<file path="config.mk">
export PLATFORM = sky130hd
export DESIGN_NAME = mam_mult
export DESIGN_NICKNAME = d
export VERILOG_FILES = /design/src/rtl/mam_pkg.sv /design/src/rtl/mam_opbanks.sv /design/src/rtl/mam_pairmul.sv /design/src/rtl/mam_accbank.sv /design/src/rtl/mam_mult.sv
export SDC_FILE = /design/constraint.sdc
export NUM_CORES = 2
export LEC_CHECK = 0
export BUFFER_PORTS_ARGS = -buffer_cell sky130_fd_sc_hd__buf_2
export CAP_MARGIN = 15
export CORE_UTILIZATION = 43
export CTS_CLUSTER_DIAMETER = 50
export DETAILED_ROUTE_END_ITERATION = 10
export HOLD_SLACK_MARGIN = 0.15
export PLACE_DENSITY = 0.59
export SYNTH_ARGS = -nofsm -noshare
export SYNTH_HDL_FRONTEND = slang
export SYNTH_SLANG_ARGS = --single-unit
export TNS_END_PERCENT = 30
</file>
<file path="constraint.sdc">
create_clock -name clk -period 8.6 [get_ports clk]
set_clock_uncertainty 0.05 [all_clocks]
set_input_delay 0.43 -clock clk [delete_from_list [all_inputs] [get_ports clk]]
set_output_delay 0.43 -clock clk [all_outputs]
set_load 0.01 [all_outputs]
</file>
<file path="src/rtl/mam_pkg.sv">
package mam_pkg;
   typedef enum logic [1:0] {
      ST_IDLE,
      ST_MUL,
      ST_DRAIN,
      ST_OUT
   } mam_state_e;
endpackage

</file>
<file path="src/rtl/mam_opbanks.sv">
// Operand store: four banks split by operand and block-index parity.
// Bank 0: A even, bank 1: A odd, bank 2: B even, bank 3: B odd.
module mam_opbanks #(
   parameter int BASE_W = 16,
   parameter int NBLK   = 4
) (
   input  logic                      clk,
   input  logic                      rst_n,
   input  logic                      wr_en,
   input  logic                      wr_b,
   input  logic [$clog2(NBLK)-1:0]   wr_idx,
   input  logic [BASE_W-1:0]         wr_data,
   input  logic [$clog2(NBLK/2)-1:0] rd_k,
   input  logic [$clog2(NBLK)-1:0]   rd_j,
   output logic [BASE_W-1:0]         a_lo,
   output logic [BASE_W-1:0]         a_hi,
   output logic [BASE_W-1:0]         b_sel
);
   localparam int HALF  = NBLK / 2;
   localparam int IDX_W = $clog2(NBLK);
   localparam int HW    = $clog2(HALF);

   logic [3:0][BASE_W-1:0] rd_w;
   logic [1:0]             wr_bank;

   assign wr_bank = {wr_b, wr_idx[0]};

   for (genvar g = 0; g < 4; g++) begin : g_bank
      logic [BASE_W-1:0] mem [HALF];
      logic [HW-1:0]     rix;

      if (g < 2) begin : g_ra
         assign rix = rd_k;
      end else begin : g_rb
         assign rix = rd_j[IDX_W-1:1];
      end

      always_ff @(posedge clk) begin
         if (!rst_n) begin
            for (int e = 0; e < HALF; e++) mem[e] <= '0;
         end else if (wr_en && wr_bank == 2'(g)) begin
            mem[wr_idx[IDX_W-1:1]] <= wr_data;
         end
      end

      assign rd_w[g] = mem[rix];
   end

   assign a_lo  = rd_w[0];
   assign a_hi  = rd_w[1];
   assign b_sel = rd_j[0] ? rd_w[3] : rd_w[2];
endmodule

</file>
<file path="src/rtl/mam_pairmul.sv">
// Two parallel block multipliers with a registered output stage.
module mam_pairmul #(
   parameter int BASE_W = 16,
   parameter int AW     = 4
) (
   input  logic                         clk,
   input  logic                         rst_n,
   input  logic                         in_v,
   input  logic [BASE_W-1:0]            a_lo,
   input  logic [BASE_W-1:0]            a_hi,
   input  logic [BASE_W-1:0]            b_in,
   input  logic [AW-1:0]                base_in,
   output logic                         out_v,
   output logic [1:0][2*BASE_W-1:0]     prod,
   output logic [AW-1:0]                base_out
);
   localparam int PW = 2 * BASE_W;

   logic [1:0][BASE_W-1:0] a_pair;
   assign a_pair = {a_hi, a_lo};

   for (genvar g = 0; g < 2; g++) begin : g_mul
      logic [PW-1:0] p_q;
      always_ff @(posedge clk) begin
         if (!rst_n)    p_q <= '0;
         else if (in_v) p_q <= PW'(a_pair[g]) * PW'(b_in);
      end
      assign prod[g] = p_q;
   end

   always_ff @(posedge clk) begin
      if (!rst_n) begin
         out_v    <= 1'b0;
         base_out <= '0;
      end else begin
         out_v <= in_v;
         if (in_v) base_out <= base_in;
      end
   end
endmodule

</file>
<file path="src/rtl/mam_accbank.sv">
// One column-memory bank: registered read, add, write-back, one-entry bypass.
// The streaming port reads an entry and zeroes it on the same edge.
module mam_accbank #(
   parameter int ACC_W = 37,
   parameter int DEPTH = 4
) (
   input  logic                     clk,
   input  logic                     rst_n,
   input  logic                     upd_v,
   input  logic [$clog2(DEPTH)-1:0] upd_addr,
   input  logic [ACC_W-1:0]         upd_val,
   input  logic                     drain_rd,
   input  logic [$clog2(DEPTH)-1:0] drain_addr,
   output logic [ACC_W-1:0]         rd_data
);
   localparam int LW = $clog2(DEPTH);

   logic [ACC_W-1:0] mem [DEPTH];
   logic [ACC_W-1:0] rd_q;
   logic [LW-1:0]    rd_addr;
   logic             s2_v;
   logic [LW-1:0]    s2_addr;
   logic [ACC_W-1:0] s2_val;
   logic             wb_v;
   logic [LW-1:0]    wb_addr;
   logic [ACC_W-1:0] wb_sum;
   logic [ACC_W-1:0] base_val;
   logic [ACC_W-1:0] sum;

   assign rd_addr  = drain_rd ? drain_addr : upd_addr;
   // The read for this update was taken before the previous write landed.
   assign base_val = (wb_v && wb_addr == s2_addr) ? wb_sum : rd_q;
   assign sum      = base_val + s2_val;
   assign rd_data  = rd_q;

   always_ff @(posedge clk) begin
      if (!rst_n) begin
         for (int e = 0; e < DEPTH; e++) mem[e] <= '0;
         rd_q    <= '0;
         s2_v    <= 1'b0;
         s2_addr <= '0;
         s2_val  <= '0;
         wb_v    <= 1'b0;
         wb_addr <= '0;
         wb_sum  <= '0;
      end else begin
         rd_q    <= mem[rd_addr];
         s2_v    <= upd_v;
         s2_addr <= upd_addr;
         s2_val  <= upd_val;
         wb_v    <= s2_v;
         wb_addr <= s2_addr;
         wb_sum  <= sum;
         if (s2_v)     mem[s2_addr]    <= sum;
         if (drain_rd) mem[drain_addr] <= '0;
      end
   end
endmodule

</file>
<file path="src/rtl/mam_mult.sv">
module mam_mult
   import mam_pkg::*;
#(
   parameter int BASE_W = 16,
   parameter int NBLK   = 4
) (
   input  logic                    clk,
   input  logic                    rst_n,
   input  logic                    ld_en,
   input  logic                    ld_b,
   input  logic [$clog2(NBLK)-1:0] ld_idx,
   input  logic [BASE_W-1:0]       ld_data,
   input  logic                    start,
   output logic                    busy,
   output logic                    out_valid,
   output logic                    out_last,
   output logic [BASE_W-1:0]       out_data
);
   localparam int HALF   = NBLK / 2;
   localparam int IDX_W  = $clog2(NBLK);
   localparam int HW     = $clog2(HALF);
   localparam int AW     = IDX_W + 1;
   localparam int LW     = IDX_W;
   localparam int PW     = 2 * BASE_W;
   localparam int ACC_W  = PW + IDX_W + 1;
   localparam int CW     = ACC_W - BASE_W;
   localparam int LAST_M = 2 * NBLK - 1;

   if (NBLK < 4 || (NBLK % 2) != 0) begin : g_bad_nblk
      $error("NBLK must be even and at least 4");
   end
   if (BASE_W < 2) begin : g_bad_width
      $error("BASE_W must be at least 2");
   end

   mam_state_e        state;
   logic [HW-1:0]     k_q;
   logic [IDX_W-1:0]  j_q;
   logic              dcnt;
   logic [AW-1:0]     m_q;
   logic              accept;
   logic              issue;
   logic [AW-1:0]     base_addr;
   logic [BASE_W-1:0] a_lo, a_hi, b_sel;
   logic              s1_v;
   logic [1:0][PW-1:0] s1_prod;
   logic [AW-1:0]     s1_base;
   logic [1:0][ACC_W-1:0] col;
   logic              o1_v, o1_bank, o1_last, o1_first;
   logic [CW-1:0]     carry;
   logic [ACC_W-1:0]  tot;

   assign busy      = (state != ST_IDLE) || o1_v;
   assign accept    = start && !busy;
   assign issue     = (state == ST_MUL);
   assign base_addr = AW'({k_q, 1'b0}) + AW'(j_q);

   mam_opbanks #(.BASE_W(BASE_W), .NBLK(NBLK)) u_ops (
      .clk(clk), .rst_n(rst_n),
      .wr_en(ld_en && !busy), .wr_b(ld_b), .wr_idx(ld_idx), .wr_data(ld_data),
      .rd_k(k_q), .rd_j(j_q),
      .a_lo(a_lo), .a_hi(a_hi), .b_sel(b_sel)
   );

   mam_pairmul #(.BASE_W(BASE_W), .AW(AW)) u_mul (
      .clk(clk), .rst_n(rst_n), .in_v(issue),
      .a_lo(a_lo), .a_hi(a_hi), .b_in(b_sel), .base_in(base_addr),
      .out_v(s1_v), .prod(s1_prod), .base_out(s1_base)
   );

   // Product 0 goes to column base, product 1 to base+1: opposite parities.
   for (genvar g = 0; g < 2; g++) begin : g_acc
      logic             own0;
      logic [ACC_W-1:0] u_val;
      logic [LW-1:0]    u_addr;
      assign own0   = (s1_base[0] == 1'(g));
      assign u_val  = own0 ? ACC_W'(s1_prod[0]) : ACC_W'(s1_prod[1]);
      assign u_addr = own0 ? s1_base[AW-1:1] : s1_base[AW-1:1] + LW'(s1_base[0]);

      mam_accbank #(.ACC_W(ACC_W), .DEPTH(NBLK)) u_bank (
         .clk(clk), .rst_n(rst_n),
         .upd_v(s1_v), .upd_addr(u_addr), .upd_val(u_val),
         .drain_rd(state == ST_OUT && m_q[0] == 1'(g)),
         .drain_addr(m_q[AW-1:1]),
         .rd_data(col[g])
      );
   end

   always_ff @(posedge clk) begin
      if (!rst_n) begin
         state <= ST_IDLE;
         k_q   <= '0;
         j_q   <= '0;
         dcnt  <= 1'b0;
         m_q   <= '0;
      end else begin
         case (state)
            ST_IDLE: if (accept) state <= ST_MUL;
            ST_MUL: begin
               if (j_q == IDX_W'(NBLK - 1)) begin
                  j_q <= '0;
                  if (k_q == HW'(HALF - 1)) begin
                     k_q   <= '0;
                     state <= ST_DRAIN;
                  end else begin
                     k_q <= k_q + 1'b1;
                  end
               end else begin
                  j_q <= j_q + 1'b1;
               end
            end
            ST_DRAIN: begin
               dcnt <= ~dcnt;
               if (dcnt) state <= ST_OUT;
            end
            ST_OUT: begin
               if (m_q == AW'(LAST_M)) begin
                  m_q   <= '0;
                  state <= ST_IDLE;
               end else begin
                  m_q <= m_q + 1'b1;
               end
            end
            default: state <= ST_IDLE;
         endcase
      end
   end

   assign tot = (o1_bank ? col[1] : col[0]) + (o1_first ? '0 : ACC_W'(carry));

   always_ff @(posedge clk) begin
      if (!rst_n) begin
         o1_v      <= 1'b0;
         o1_bank   <= 1'b0;
         o1_last   <= 1'b0;
         o1_first  <= 1'b0;
         carry     <= '0;
         out_valid <= 1'b0;
         out_last  <= 1'b0;
         out_data  <= '0;
      end else begin
         o1_v      <= (state == ST_OUT);
         o1_bank   <= m_q[0];
         o1_last   <= (m_q == AW'(LAST_M));
         o1_first  <= (m_q == '0);
         out_valid <= o1_v;
         out_last  <= o1_v && o1_last;
         if (o1_v) begin
            out_data <= tot[BASE_W-1:0];
            carry    <= tot[ACC_W-1:BASE_W];
         end
      end
   end
endmodule

</file>
## Word level (Yosys, flattened, before mapping)

Memory sizes are Yosys's and may differ from the RTL's. A register that Yosys moved wholly into a read port is not among the register bits.
Cells that the tools add are included.

| word-level totals | value |
|---|---|
| bits in writable memories | 408 |
| memories kept | 6 |
| register bits after elaboration | 268 |
| logic and storage cells | 163 |

Memory list:

| name | words | width | read ports | clocked after memory_dff | write ports | RTL line | source |
|---|---|---|---|---|---|---|---|
| g_acc[0].u_bank.mem | 4 | 35 | 1 | 1 | 4 | mam_accbank.sv:18 | `logic [ACC_W-1:0] mem [DEPTH];` |
| g_acc[1].u_bank.mem | 4 | 35 | 1 | 1 | 4 | mam_accbank.sv:18 |  |
| u_ops.g_bank[0].mem | 2 | 16 | 1 | 1 | 2 | mam_opbanks.sv:29 | `logic [BASE_W-1:0] mem [HALF];` |
| u_ops.g_bank[1].mem | 2 | 16 | 1 | 1 | 2 | mam_opbanks.sv:29 |  |
| u_ops.g_bank[2].mem | 2 | 16 | 1 | 1 | 2 | mam_opbanks.sv:29 |  |
| u_ops.g_bank[3].mem | 2 | 16 | 1 | 1 | 2 | mam_opbanks.sv:29 |  |

| cells by class | value |
|---|---|
| reductions and logical operators | 29 |
| bitwise operators | 2 |
| multiply operators | 2 |
| equality and inequality tests | 15 |
| add/sub/neg operators | 8 |
| mux-type cells | 74 |

Operators by type and width:

| cell | count |
|---|---|
| $mux 35 | 7 |
| $reduce_or 35->1 | 4 |
| $mux 16 | 5 |
| $add 35x35->35 | 2 |
| $mul 16x16->32 | 2 |
| $mux 32 | 2 |
| $reduce_or 16->1 | 4 |
| $mux 1 | 43 |
| $add 35x19->35 | 1 |
| $mux 2 | 14 |
| $mux 19 | 1 |
| $logic_and 1x1->1 | 11 |
| $eq 2x2->1 const B | 5 |
| $ne 2x2->1 const B | 4 |
| $pmux 2 s4 | 1 |
| $reduce_and 5->1 | 1 |
| $eq 2x1->1 const B | 2 |
| $eq 2x2->1 | 2 |
| $logic_not 2->1 | 2 |
| $add 2x2->3 | 1 |
| $add 3x1->3 const B | 1 |
| $eq 3x3->1 const B | 1 |
| $logic_not 1->1 | 3 |
| $logic_not 3->1 | 1 |
| 9 further kinds | 10 |

## Logic depth before layout (Yosys ltp)

| logic depth | value |
|---|---|
| word-level depth | 10 |
| mapped depth | 29 |
| depth with buffers taken out | 25 |

## By module

From an unflattened synthesis, not the netlist that was laid out.

| second synthesis, totals | value |
|---|---|
| cell total of the unflattened synthesis | 5458 |
| area total of the unflattened synthesis | 51742.1 µm² |

By module, submodules not included:

| module | sequential area each (µm²) | times used | cells each | area each (µm²) |
|---|---|---|---|---|
| mam_pairmul | 1361.3 | 1 | 2193 | 19439.9 |
| mam_accbank at g_acc[1].u_bank | 5024.8 | 1 | 1201 | 11139.4 |
| mam_accbank at g_acc[0].u_bank | 5024.8 | 1 | 1089 | 10792.9 |
| mam_opbanks | 3843.7 | 1 | 380 | 5464.0 |
| mam_mult | 1001.0 | 1 | 595 | 4906.0 |

## Least setup slack after synthesis

OpenSTA, ideal clock, no wires.

| path | value |
|---|---|
| path kind | register -> register |
| from | reg (tool-made name) |
| to | reg u_mul.g_mul[1].p_q[30] |
| stages on the path, launching flop included | 27 |
| data arrival time | 6.963 ns |
| data required time | 8.425 ns |
| slack | 1.462 ns |
| cells stage by stage | dfxtp_1 > clkbuf_1 > clkbuf_1 > buf_1 > mux2i_1 > nor2_1 > fa_1 > inv_1 > fa_1 > fa_1 > inv_1 > fa_1 > fa_1 > inv_1 > fa_1 > inv_1 > ha_1 > clkbuf_1 > a21oi_1 > o21ai_0 > a221oi_1 > o22a_1 > o21ai_0 > o41ai_1 > o21ai_0 > xnor2_1 > o21ai_0 |

RTL lines:

| what | RTL line | source |
|---|---|---|
| to (signal assigned) | mam_pairmul.sv:26 | `else if (in_v) p_q <= PW'(a_pair[g]) * PW'(b_in);` |
| to (decl) | mam_pairmul.sv:23 | `logic [PW-1:0] p_q;` |

==> results_dict.tcl <==
set metrics [dict create \
    rr_worst_depth 22 \
    worstPathArrival_ns 8.20 \
    antenna_found_initial 1 \
    via_per_inst 5.50 \
    p_switching_mw 11.3 \
    netlist_top_cells_area "dfxtp_1, fa_1, edfxtp_1, ha_1, nor2_1" \
    postSynth.asyncResetShare 0 \
    ys_warn_count 0 \
    cp-start-kind "register" \
    die_x_um 345 \
    wl_um 152000 \
    syn_area_um2 50600 \
    path_cells "buf_4 -> mux2i_1 -> nor2_1 -> fa_1 -> inv_1 -> fa_1 -> fa_1 -> fa_1 -> inv_1 -> fa_1 -> inv_1 -> fa_1 -> inv_1 -> ha_1 -> a21oi_1 -> o21ai_0 -> o21ai_0 -> o21ai_0 -> o41ai_1 -> o21ai_0 -> xnor2_1 -> o21ai_0" \
    layoutNonFillerInstCount 6984 \
    dp_cells 6791 \
    clk_latency_ns 0.69 \
    drv_cap 0 \
    clk_pin_slew_worst_paths_ns 0.06 \
    fin_util 0.480 \
    ctsResizeCount 0 \
    synth_cells 5411 \
    vias 38400 \
    yosys.cell_count.top_type "nor2_1" \
    multi_input_area_um2 31500 \
    finalHoldViolCount 0 \
    status "finished, final reports clean" \
    drt_iter0_drc 2971 \
    power_density_nw_per_um2 415 \
    grt_pass1_vias 37500 \
    yosysTopAreaCellShare 0.243 \
    required_ns 9.09 \
    seq_power_share 0.169 \
    use_met1 0.337 \
    synth_nets 6127 \
    grt_max_degree 88 \
    fin_crit_ns 7.72 \
    worst_path_max_delay_cell "mux2i_1" \
    core_um2 116000 \
    crit_family "adder cells" \
    p_clk_frac 0.180 \
    endpoint_kind "register" \
    fin_nets 6094 \
    fmax_mhz 130 \
    setup_viol 0 \
    crit_type "register to register" \
    clkSinkCount 742 \
    cp_max_fo 22 \
    drc 0 \
    peakVddDrop_mv 0.666 \
    synthFlopType "dfxtp_1" \
    clock-root-buffer "clkbuf_16" \
    finalCritPeriodShare 0.897 \
    drive_gt1_frac 0.105 \
    final_cell_area_um2 55900 \
    cp_num_cells 22 \
    grt_pass1_wl_um 230000 \
    port_buffers 41 \
    die_h_um 345 \
    place_hpwl_um 113000 \
    tritoncts "yes" \
    synth_common_cells "nor2_1, dfxtp_1, nand2_1" \
    p_int_mw 11.9 \
    boundaryPins 42 \
    first_pass_iters 6 \
    top_usage_layer "met2" \
    worstMarginPinSlew_ns 1.12 \
    wl_per_cell_um 21.8 \
    track_usage 0.254 \
    start_util 0.435 \
    comb_power_share 0.651 \
    ys_seq_elements 742 \
    cts_buffer_depth 3 \
    max_stage_delay_ns 0.84 \
    synth_top_cell_by_area "dfxtp_1" \
    crit_top_cell "fa_1" \
    placed_area_um2 52400 \
    power_mw 23.2 \
    row_count 125 \
    whs_path_depth 2 \
    die_area_um2 119000 \
    rsz0062_at_grt "false" \
    grt_use_met3 0.0362 \
    ant_nets 0 \
    yosys.cell_types.count 103 \
    synth_edf_count 128 \
    netSwitchingFraction 0.486 \
    drv_slew 0 \
    grt_overflow 0 \
    cts-buffers-inserted 95 \
    ys_seq_area_frac 0.319 \
    avgSynthCellArea_um2 9.34 \
    crit_buf_inv 5 \
    setup_tns_ns 0 \
    cellLeakagePower_nw 24.0 \
    n_fill_cell 11000 \
    cts_max_level 3 \
    gp_congestion 0.893 \
    maxSlewHeadroom 0.230 \
    hold_path.class "primary input to register" \
    syn_to_final_growth_pct 10.5 \
    globalRouteMet2Util 0.420 \
    regArea_um2 16100 \
]
==> layout make-up <==
type	count	share of cell area
diodes	1	0.0000448
well taps	1524	0.0341
clock inverters	57	0.0130
multi-input cells	3898	0.565
repair buffers	149	0.0190
clock buffers	121	0.0472
inverters	492	0.0331
flip-flops and latches	742	0.289
==> power by group through the flow <==
stage / combinational, mW / sequential [mW] / clock, mW
floorplan: 10.6 / 3.89 / 0
global placement: 14.8 / 3.99 / 0
detailed placement: 14.9 / 3.99 / 0
CTS: 15.0 / 3.92 / 4.24
global route: 16.7 / 3.93 / 4.38
finish: 15.1 / 3.92 / 4.17
==> placed cells by master (no fill, tap or decap), drive strengths merged, types with 89 or more instances in the layout <==
cell type | Yosys | final
mux2 | 130 | 130
and2 | 280 | 280
ha | 302 | 302
nor2 | 627 | 627
nand3 | 157 | 157
buf | 43 | 134
edfxtp | 128 | 128
nand2 | 609 | 609
dfxtp | 614 | 614
xnor2 | 89 | 89
a21oi | 271 | 271
o21ai | 144 | 144
clkbuf | 235 | 122
mux2i | 185 | 185
inv | 491 | 507
fa | 391 | 391
==> worst paths after layout <==
kind / startpoint / end / slack (ns)
hold / removal: ld_data[1] / u_ops.g_bank[1].mem[0][1]$_SDFFCE_PN0P_ / 0.19
hold reg to reg: u_mul.out_v$_SDFF_PN0_ / g_acc[1].u_bank.s2_v$_SDFF_PN0_ / 0.39
setup / recovery: register / u_mul.g_mul[1].p_q[30]$_SDFFE_PN0P_ / 0.88
setup reg to reg: register / u_mul.g_mul[1].p_q[30]$_SDFFE_PN0P_ / 0.88
==> metal layers <==
metal	share of wire	routed length [µm]
met5	0	0
met4	0.038	5790
met3	0.057	8620
met2	0.47	71600
met1	0.44	66300
==> what timing repair did <==
item,in CTS,in global routing
endpoints found under the hold margin,96,0
buffers inserted,0,0
hold buffers,14,0
==> stage by stage <==
step                hold slack, ns  setup WS, ns
finish                       0.189         0.882
floorplan                    0.362          1.46
CTS                          0.159         0.906
detailed placement           0.387         0.958
global route                 0.172         0.319
global placement             0.375         0.989
==> cells by family (layout without fill, tap and decap cells) <==
logic type / after synthesis / count (layout) / synth area share
buffers and inverters: 771 / 819 / 0.0593
XOR/XNOR: 137 / 137 / 0.0240
multiplexers: 389 / 389 / 0.0985
other: 0 / 1 / 0
AND/OR/NAND/NOR: 1887 / 1887 / 0.170
AO/OA/AOI/OAI: 792 / 792 / 0.0997
flip-flops: 742 / 742 / 0.319
adder cells (fa/ha/maj): 693 / 693 / 0.230
==> registers in the layout (all words and copies together) (netlist names), 2 cells and up, named ones only <==
register / cells
g_acc.u_bank.s2_val: 64
carry: 19
g_acc.u_bank.wb_addr: 4
g_acc.u_bank.wb_sum: 70
g_acc.u_bank.rd_data: 70
u_mul.g_mul.p_q: 64
u_mul.base_out: 3
g_acc.u_bank.s2_addr: 4
j_q: 2
m_q: 3
state: 2
u_ops.g_bank.mem: 128
out_data: 16
g_acc.u_bank.mem: 280
No activity file was read; power rests on OpenSTA's default activity.
